**config.mk**
```make
export PLATFORM = sky130hd
export DESIGN_NAME = pulse_cnt_cmp
export DESIGN_NICKNAME = d
export VERILOG_FILES = /design/src/rtl/pc_pkg.sv /design/src/rtl/pc_inc_src.sv /design/src/rtl/pc_cmp_reg.sv /design/src/rtl/pc_count.sv /design/src/rtl/pc_ctrl.sv /design/src/rtl/pulse_cnt_cmp.sv
export SDC_FILE = /design/constraint.sdc
export NUM_CORES = 1
export LEC_CHECK = 0
export BUFFER_PORTS_ARGS = -buffer_cell sky130_fd_sc_hd__clkbuf_2
export CORE_MARGIN = 1.5
export CORE_UTILIZATION = 45
export DETAILED_ROUTE_END_ITERATION = 8
export PLACE_DENSITY = 0.72
export RECOVER_POWER = 50
export SLEW_MARGIN = 40
export SYNTH_ARGS = -nofsm -noshare
export SYNTH_HDL_FRONTEND = slang
export SYNTH_HIERARCHICAL = 1
export SYNTH_SLANG_ARGS = --single-unit
```
**constraint.sdc**
```tcl
create_clock -name clk -period 1.8 [get_ports clk]
set_input_delay 0.09 -clock clk [delete_from_list [all_inputs] [get_ports clk]]
set_output_delay 0.09 -clock clk [all_outputs]
set_load 0.03 [all_outputs]
```
**src/rtl/pc_pkg.sv**
```systemverilog
package pc_pkg;
    typedef enum logic [1:0] {
        ST_OFF_CLEAR   = 2'b00,
        ST_OFF_FLAGGED = 2'b01,
        ST_RUN_CLEAR   = 2'b10,
        ST_RUN_FLAGGED = 2'b11
    } pc_state_e;
endpackage

```
**src/rtl/pc_inc_src.sv**
```systemverilog
// Selects the increment source; edge-detects the raw level in bypass mode.
module pc_inc_src (
    input  logic clk,
    input  logic rst_n,
    input  logic en,
    input  logic byp_sel,
    input  logic raw_in,
    input  logic evt_strobe,
    output logic inc
);
    logic raw_prev;

    // Previous level is forced high while disabled, so an already-high
    // source does not look like a fresh edge when counting starts.
    always_ff @(posedge clk or negedge rst_n) begin
        if (!rst_n)   raw_prev <= 1'b1;
        else if (!en) raw_prev <= 1'b1;
        else          raw_prev <= raw_in;
    end

    always_comb begin
        if (!en)          inc = 1'b0;
        else if (byp_sel) inc = raw_in & ~raw_prev;
        else              inc = evt_strobe;
    end
endmodule

```
**src/rtl/pc_cmp_reg.sv**
```systemverilog
// Compare value holding register with a write-acceptance gate.
module pc_cmp_reg #(
    parameter int CNT_W = 16
) (
    input  logic             clk,
    input  logic             rst_n,
    input  logic             wr,
    input  logic             wr_ok,
    input  logic [CNT_W-1:0] din,
    output logic [CNT_W-1:0] cmp_q
);
    always_ff @(posedge clk or negedge rst_n) begin
        if (!rst_n)          cmp_q <= '0;
        else if (wr && wr_ok) cmp_q <= din;
    end
endmodule

```
**src/rtl/pc_count.sv**
```systemverilog
// Event counter and compare-event detection.
module pc_count #(
    parameter int CNT_W = 16
) (
    input  logic             clk,
    input  logic             rst_n,
    input  logic             en,
    input  logic             inc,
    input  logic             free_run,
    input  logic [CNT_W-1:0] cmp_q,
    output logic [CNT_W-1:0] count,
    output logic             hit
);
    localparam logic [CNT_W-1:0] ONE = CNT_W'(1);

    assign hit = inc & (count == cmp_q);

    always_ff @(posedge clk or negedge rst_n) begin
        if (!rst_n)                count <= '0;
        else if (!en)              count <= '0;
        else if (hit && !free_run) count <= '0;
        else if (inc)              count <= count + ONE;
    end
endmodule

```
**src/rtl/pc_ctrl.sv**
```systemverilog
// Flag/enable state machine, trigger pulse and write gate.
module pc_ctrl
    import pc_pkg::*;
(
    input  logic clk,
    input  logic rst_n,
    input  logic en,
    input  logic hit,
    input  logic flag_clr,
    output logic flag,
    output logic trig,
    output logic wr_ok
);
    pc_state_e state_q, state_d;

    always_ff @(posedge clk or negedge rst_n) begin
        if (!rst_n) state_q <= ST_OFF_CLEAR;
        else        state_q <= state_d;
    end

    always_comb begin
        state_d = state_q;
        unique case (state_q)
            ST_OFF_CLEAR: begin
                if (hit)     state_d = ST_RUN_FLAGGED;   // match
                else if (en) state_d = ST_RUN_CLEAR;     // arm
            end
            ST_OFF_FLAGGED: begin
                if (hit)           state_d = ST_RUN_FLAGGED;                      // match
                else if (flag_clr) state_d = en ? ST_RUN_CLEAR : ST_OFF_CLEAR;    // ack
                else if (en)       state_d = ST_RUN_FLAGGED;                      // arm_flagged
            end
            ST_RUN_CLEAR: begin
                if (hit)      state_d = ST_RUN_FLAGGED;  // match
                else if (!en) state_d = ST_OFF_CLEAR;    // park
            end
            ST_RUN_FLAGGED: begin
                if (hit)           state_d = ST_RUN_FLAGGED;                      // match
                else if (flag_clr) state_d = en ? ST_RUN_CLEAR : ST_OFF_CLEAR;    // ack
                else if (!en)      state_d = ST_OFF_FLAGGED;                      // park_flagged
            end
            default: state_d = ST_OFF_CLEAR;
        endcase
    end

    always_ff @(posedge clk or negedge rst_n) begin
        if (!rst_n) trig <= 1'b0;
        else        trig <= hit;
    end

    always_comb begin
        flag  = (state_q == ST_OFF_FLAGGED) || (state_q == ST_RUN_FLAGGED);
        wr_ok = !en || flag;
    end
endmodule

```
**src/rtl/pulse_cnt_cmp.sv**
```systemverilog
module pulse_cnt_cmp #(
    parameter int CNT_W = 16
) (
    input  logic             clk,
    input  logic             rst_n,
    input  logic             en,
    input  logic             evt_strobe,
    input  logic             byp_sel,
    input  logic             raw_in,
    input  logic [CNT_W-1:0] cmp_val,
    input  logic             cmp_wr,
    input  logic             irq_en,
    input  logic             free_run,
    input  logic             flag_clr,
    output logic [CNT_W-1:0] count,
    output logic             cmp_flag,
    output logic             irq,
    output logic             trig
);
    logic             inc;
    logic             hit;
    logic             wr_ok;
    logic [CNT_W-1:0] cmp_q;

    pc_inc_src u_src (
        .clk(clk), .rst_n(rst_n), .en(en), .byp_sel(byp_sel),
        .raw_in(raw_in), .evt_strobe(evt_strobe), .inc(inc)
    );

    pc_cmp_reg #(.CNT_W(CNT_W)) u_cmp (
        .clk(clk), .rst_n(rst_n), .wr(cmp_wr), .wr_ok(wr_ok),
        .din(cmp_val), .cmp_q(cmp_q)
    );

    pc_count #(.CNT_W(CNT_W)) u_cnt (
        .clk(clk), .rst_n(rst_n), .en(en), .inc(inc), .free_run(free_run),
        .cmp_q(cmp_q), .count(count), .hit(hit)
    );

    pc_ctrl u_ctrl (
        .clk(clk), .rst_n(rst_n), .en(en), .hit(hit), .flag_clr(flag_clr),
        .flag(cmp_flag), .trig(trig), .wr_ok(wr_ok)
    );

    assign irq = cmp_flag & irq_en;
endmodule

```
==> flow_metrics.tcl, run 1 <==
set metrics [dict create \
    run_status "finished, violations left" \
    violations "negative setup slack" \
    multi_input_area_um2 1010 \
    insertion_delay_ps 280 \
    clockRootBuffer "clkbuf_8" \
    timing.fmax_mhz 520 \
    dp_cells 278 \
    maxCapViolations 0 \
    rsz0062_at_grt "true" \
    p_clk_frac 0.322 \
    setup_slack_ps -123 \
    die_h_um 67.3 \
    hold_viol 0 \
    die_w_um 67.3 \
    grt_pass1_vias 1333 \
    drtPass1Iterations 4 \
    yosysWarnings 6 \
    power_density_nw_per_um2 680 \
    fillers 341 \
    worstReg2RegEnd "u_cnt/count[9]" \
    grt_pass1_wl_um 6480 \
    avgSynthCellArea_um2 10.8 \
    dpl.hpwl_um 3160 \
    coreArea_um2 3970 \
    power_frac_comb 0.150 \
    crit_chain "nand4b_1 > o21ai_2 > o2111ai_2 > nor4_4 > buf_4 > a31oi_4 > buf_6 > nand3_1 > o311ai_1" \
    overflow 0 \
    dieArea_um2 4520 \
    slowest_delay_ps 360 \
    viasPerCell 5.29 \
    swShare 0.256 \
    finish.net_count 266 \
    register_area_um2 888 \
    cp_top_family "simple AND/OR/NAND/NOR gates" \
    cp_max_fo 8 \
    synth-seq-area-share 0.472 \
    antenna_left 0 \
    worst_r2r_path_depth 9 \
    grt_max_degree 20 \
    synth_area_um2 1860 \
    reg2reg_from "u_src/raw_prev" \
    tightest_slew_ps 1050 \
    track_usage 0.194 \
    drc 0 \
    place.gp.congestion 0.806 \
    final_core_util 0.629 \
    slew_violations 0 \
    antenna_found_initial 0 \
    rrSetupSlack_ps -120 \
    cts_tree "done" \
    holdCritPathClass "input pin to register" \
    synth-seq-cells 35 \
    synth_ff_type "dfrtp_1" \
    finalClockSkew_ps 11.0 \
    synth_edf_count 0 \
    yosysUniqueCellTypes 39 \
    p_switching_mw 0.434 \
    syn_nets 199 \
    worstSetupPathType "register to register" \
    slew_headroom 0.300 \
    cp_data_required_time_ps 1940 \
    port-buffer-count 44 \
    syn_inst 172 \
    clk_pin_slew_ps 70 \
    hold_path_depth 2 \
    endpoint "u_cnt/count[9]" \
    drive_above_1_share 0.483 \
    first_iter_violations 90 \
    crit_path_top_delay_cell "dfstp_2" \
    clkSinkCount 35 \
    cp-startpoint "u_src/raw_prev" \
    num_vias 1533 \
    leakage_nw 1.14 \
    rows 23 \
    ios 45 \
    htreeDepth 2 \
    fin_crit_ps 1920 \
    setup_viol 15 \
    numCtsBuffers 5 \
    post-route-period-util 1.07 \
    cp.arrival_ps 2060 \
    area.growth.synth_to_final_pct 34.3 \
    routedWlPerCell_um 15.1 \
    startpoint_type "register" \
    cp-end-kind "register" \
    cp.depth 9 \
    stdcell_count 290 \
    ir_worst_vdd_v 0.000494 \
    cts_buffer_depth 2 \
    cp_num_buf_inv 2 \
    p_int_mw 1.26 \
    routed_wl_um 4380 \
    async_flop_share 1.00 \
    initial_core_util 0.468 \
    tns_ps -1120 \
    seqPwrFrac 0.528 \
    antenna_cells 0 \
]
[area by class of cell]
type,count,share of cell area
Multi-Input combinational cell,122,0.405
Inverter,8,0.0120
Timing Repair Buffer,67,0.170
Sequential cell,35,0.356
Clock inverter,1,0.00201
Clock buffer,7,0.0306
Tap cell,50,0.0251
[flip-flops by register name, summed over array words and instances, names as in the netlist]
name / flops
u_cmp/cmp_q: 16
u_cnt/count: 16
u_ctrl/state_q: 1
u_ctrl/trig: 1
u_src/raw_prev: 1
[power by group through the flow]
stage               Clock, mW  Sequential, mW  Combinational (mW)
finish                  0.547           0.896               0.254
global route            0.596           0.902               0.276
CTS                     0.562           0.895               0.249
detailed placement          0           0.911               0.241
global placement            0           0.906               0.236
floorplan                   0           0.896               0.164
[worst min path at each step]
stage | start | end | slack, ps
3_5_place_dp | rst_n | u_cnt/count[0] | 80
2_1_floorplan | rst_n | u_cmp/cmp_q[0] | -210
4_1_cts | en | u_src/raw_prev | 2
5_1_grt | raw_in | u_src/raw_prev | 20
3_3_place_gp | rst_n | u_cnt/count[0] | 70
6_report | en | u_src/raw_prev | 10
[kinds of logic (layout without fill, tap and decap cells)]
logic type / count (synthesis) / count (layout) / synth area share
simple gates: 66 / 66 / 0.193
compound gates: 23 / 23 / 0.0902
buf+inv: 15 / 83 / 0.0431
fa+ha+maj: 1 / 1 / 0.00673
xor+xnor: 13 / 13 / 0.0613
flops: 35 / 35 / 0.472
mux: 19 / 19 / 0.133
[timing repair]
item | CTS | global route
gates resized for setup | 10 | 12
buffers inserted | 0 | 1
setup endpoints to repair | 15 | 16
gates cloned | 0 | 2
hold endpoints to repair | 18 | 0
hold buffers | 1 | 0
pin swaps | 6 | 12
[synth_stat cells, types with 3 or more instances]
cell type | instances | share of area
nand3_1 | 18 | 0.048
mux2i_1 | 3 | 0.016
buf_6 | 3 | 0.018
o21ai_0 | 3 | 0.0081
o311ai_0 | 6 | 0.028
xnor2_1 | 11 | 0.052
inv_1 | 8 | 0.016
nand4_1 | 3 | 0.010
clkbuf_1 | 3 | 0.0061
nor2_1 | 3 | 0.0061
mux2_2 | 6 | 0.036
a21oi_1 | 5 | 0.013
nand2b_1 | 4 | 0.013
mux2_4 | 10 | 0.081
dfrtp_1 | 34 | 0.46
a21o_1 | 3 | 0.012
or3_1 | 4 | 0.013
nand2_1 | 19 | 0.038
[worst reg2reg max path, delay by kind of cell, from the launching register on]
kind | cells | cell delay, ps
flip-flops | 1 | 360
AO/OA/AOI/OAI | 4 | 490
AND/OR/NAND/NOR | 3 | 600
buffers and inverters | 2 | 340
[placed cells by master (no fill, tap or decap), types with 3 or more instances in the layout]
cell | synthesis | layout
a21o_1 | 3 | 3
a21oi_2 | 0 | 3
buf_4 | 0 | 16
clkbuf_1 | 3 | 5
clkbuf_2 | 0 | 42
clkbuf_8 | 0 | 5
dfrtp_1 | 34 | 25
dfrtp_2 | 0 | 9
inv_1 | 8 | 8
mux2_2 | 6 | 6
mux2_4 | 10 | 10
mux2i_1 | 3 | 3
nand2_1 | 19 | 19
nand2b_1 | 4 | 4
nand3_1 | 18 | 15
nand4_1 | 3 | 3
nor2_1 | 3 | 3
o311ai_1 | 0 | 4
or3_1 | 4 | 3
xnor2_1 | 11 | 11
[per-stage QoR]
step | total power, mW | setup WS (ps) | hold WS, ps | cell area [um2]
floorplan | 1.06 | -9.18 | -206 | 1900
global placement | 1.14 | -94.8 | 71.8 | 2290
detailed placement | 1.15 | -88.5 | 77.0 | 2290
CTS | 1.71 | -44.7 | 1.87 | 2400
global route | 1.77 | -187 | 16.5 | 2500
finish | 1.70 | -123 | 13.1 | 2500
[routing by layer]
metal,vias up,track usage,routed length [um]
met5,-,0,0
met4,0,0.0383,0
met3,0,0.0450,125
met2,33,0.292,2170
met1,755,0.285,2080
li1,745,-,-
No activity file was read; power rests on OpenSTA's default activity.
==> run 2: changes to the inputs <==
==> constraint.sdc (replaced) <==
create_clock -name clk -period 1.8 [get_ports clk]
set_input_delay 0.36 -clock clk [delete_from_list [all_inputs] [get_ports clk]]
set_output_delay 0.36 -clock clk [all_outputs]
set_load 0.03 [all_outputs]
==> run 2 against run 1 <==
  * Routed wire length up 2.8%
  * Core utilization up 1.1 points
  * Critical endpoint is now u_cnt/count[2]
  * Critical path depth down 2
  * Sequential cell count unchanged
  * Sequential power up 0.4%
  * The flow still finishes with violations (negative setup slack)
  * Die area unchanged
  * Count of clock-buffer cells in the layout unchanged
  * Fmax up 1.2%
  * Clock power about the same
==> flow_metrics.tcl, run 2 (synthesis results as in run 1) <==
set metrics [dict create \
    ir_worst_vdd_v 0.000445 \
    area.growth.synth_to_final_pct 36.6 \
    routed_wl_um 4500 \
    drtPass1Iterations 4 \
    antenna_left 0 \
    tns_ps -961 \
    startpoint_type "register" \
    drc 0 \
    grt_pass1_vias 1411 \
    htreeDepth 2 \
    initial_core_util 0.468 \
    reg_top3 "u_cmp/cmp_q: 16 flops, u_cnt/count: 16 flops" \
    rows 23 \
    holdCritPathClass "input pin to register" \
    grt_pass1_wl_um 6710 \
    first_iter_violations 88 \
    num_vias 1574 \
    grt_max_degree 25 \
    coreArea_um2 3970 \
    run_status "finished, violations left" \
    final_cell_mix "43 x clkbuf_2, 24 x buf_4, 24 x dfrtp_1" \
    overflow 0 \
    hold_viol 0 \
    die_w_um 67.3 \
    slew_headroom 0.117 \
    cp_top_family "simple AND/OR/NAND/NOR gates" \
    cp_data_required_time_ps 1970 \
    slowest_delay_ps 420 \
    fin_crit_ps 1900 \
    cp-end-kind "register" \
    routedWlPerCell_um 15.2 \
    clockRootBuffer "clkbuf_8" \
    timing.fmax_mhz 526 \
    finalClockSkew_ps 8.41 \
    rsz0062_at_grt "true" \
    setup_viol 15 \
    cp.arrival_ps 2070 \
    slew_violations 0 \
    power_density_nw_per_um2 678 \
    cts_buffer_depth 2 \
    insertion_delay_ps 290 \
    viasPerCell 5.30 \
    totalPowerFinal_mw 1.72 \
    leakage_nw 1.17 \
    dieArea_um2 4520 \
    setup_slack_ps -101 \
    dpl.hpwl_um 3240 \
    cts_tree "done" \
    tightest_slew_ps 1320 \
    numCtsBuffers 5 \
    clk_pin_slew_ps 70 \
    place.gp.congestion 0.854 \
    dpl_worst_slack_ps -164 \
    final_common_cell "clkbuf_2" \
    cp_num_buf_inv 1 \
    drive_above_1_share 0.518 \
    ios 45 \
    crit_path_top_delay_cell "dfrtp_1" \
    violations "negative setup slack" \
    port-buffer-count 44 \
    antenna_cells 0 \
    post-route-period-util 1.06 \
    worstSetupPathType "register to register" \
    die_h_um 67.3 \
    cp_max_fo 5 \
    crit_chain "xnor2_2 > nand4_1 > nor4_4 > a31oi_4 > buf_6 > a21oi_2 > mux2i_1" \
    finish.net_count 273 \
    antenna_found_initial 0 \
    maxCapViolations 0 \
    track_usage 0.203 \
    clkSinkCount 35 \
]
-- run 2: cell count changes in the layout (fill, tap and decap cells not counted), sizes merged --
| cell | previous run | this run |
|---|---|---|
| buf | 20 | 28 |
| dlygate4sd3 | 1 | 0 |
-- run 2: worst paths after layout --
kind	startpoint	end	slack [ps]	cells after the start
max in group asynchronous	rst_n	u_ctrl/state_q[0]	490	2
min in group asynchronous	rst_n	u_cnt/count[3]	340	1
worst min-delay path	raw_in	u_src/raw_prev	270	2
worst min register to register	u_ctrl/state_q[0]	u_ctrl/state_q[0]	510	1
worst max-delay path	u_cmp/cmp_q[13]	u_cnt/count[2]	-100	7
worst max register to register	u_cmp/cmp_q[13]	u_cnt/count[2]	-100	7
-- run 2: through the flow --
step | instances | instance area (um2) | hold slack, ps | util
global placement | 283 | 2330 | 405 | 0.586
CTS | 293 | 2440 | 101 | 0.613
detailed placement | 283 | 2330 | 402 | 0.586
finish | 297 | 2540 | 273 | 0.639
floorplan | 172 | 1900 | 64.4 | -
global route | 297 | 2540 | 287 | 0.639
-- run 2: worst register-to-register path: cells and delay by family, from the launching register on --
family          cells  cell delay [ps]
compound gates      2              310
xor+xnor            1              200
buf+inv             1              180
flops               1              420
mux                 1               90
simple gates        2              590
-- run 2: cell type report --
class / count / area [um2]
Inverter: 8 / 30.0
Clock inverter: 1 / 5.00
Tap cell: 50 / 62.6
Multi-Input combinational cell: 122 / 1020
Sequential cell: 35 / 890
Fill cell: 323 / 1430
Timing Repair Buffer: 74 / 454
Clock buffer: 7 / 76.3
-- run 2: where the power goes --
part	internal (mW)	switching (mW)
sequential	0.845	0.0544
clock	0.271	0.273
combinational	0.161	0.116
total	1.28	0.443
-- run 2: routing by layer --
layer	up-vias	part of all wire	track usage
li1	762	-	-
met1	760	0.46	0.273
met2	44	0.49	0.313
met3	8	0.036	0.0517
met4	0	0.014	0.0791
met5	-	0	0
-- run 2: what timing repair did --
| action | in CTS | in global routing |
|---|---|---|
| hold buffers | 0 | 0 |
| setup endpoints to repair | 16 | 16 |
| buffers inserted | 2 | 3 |
| resized for setup | 5 | 19 |
| pin swaps | 4 | 9 |
| gates cloned | 0 | 1 |
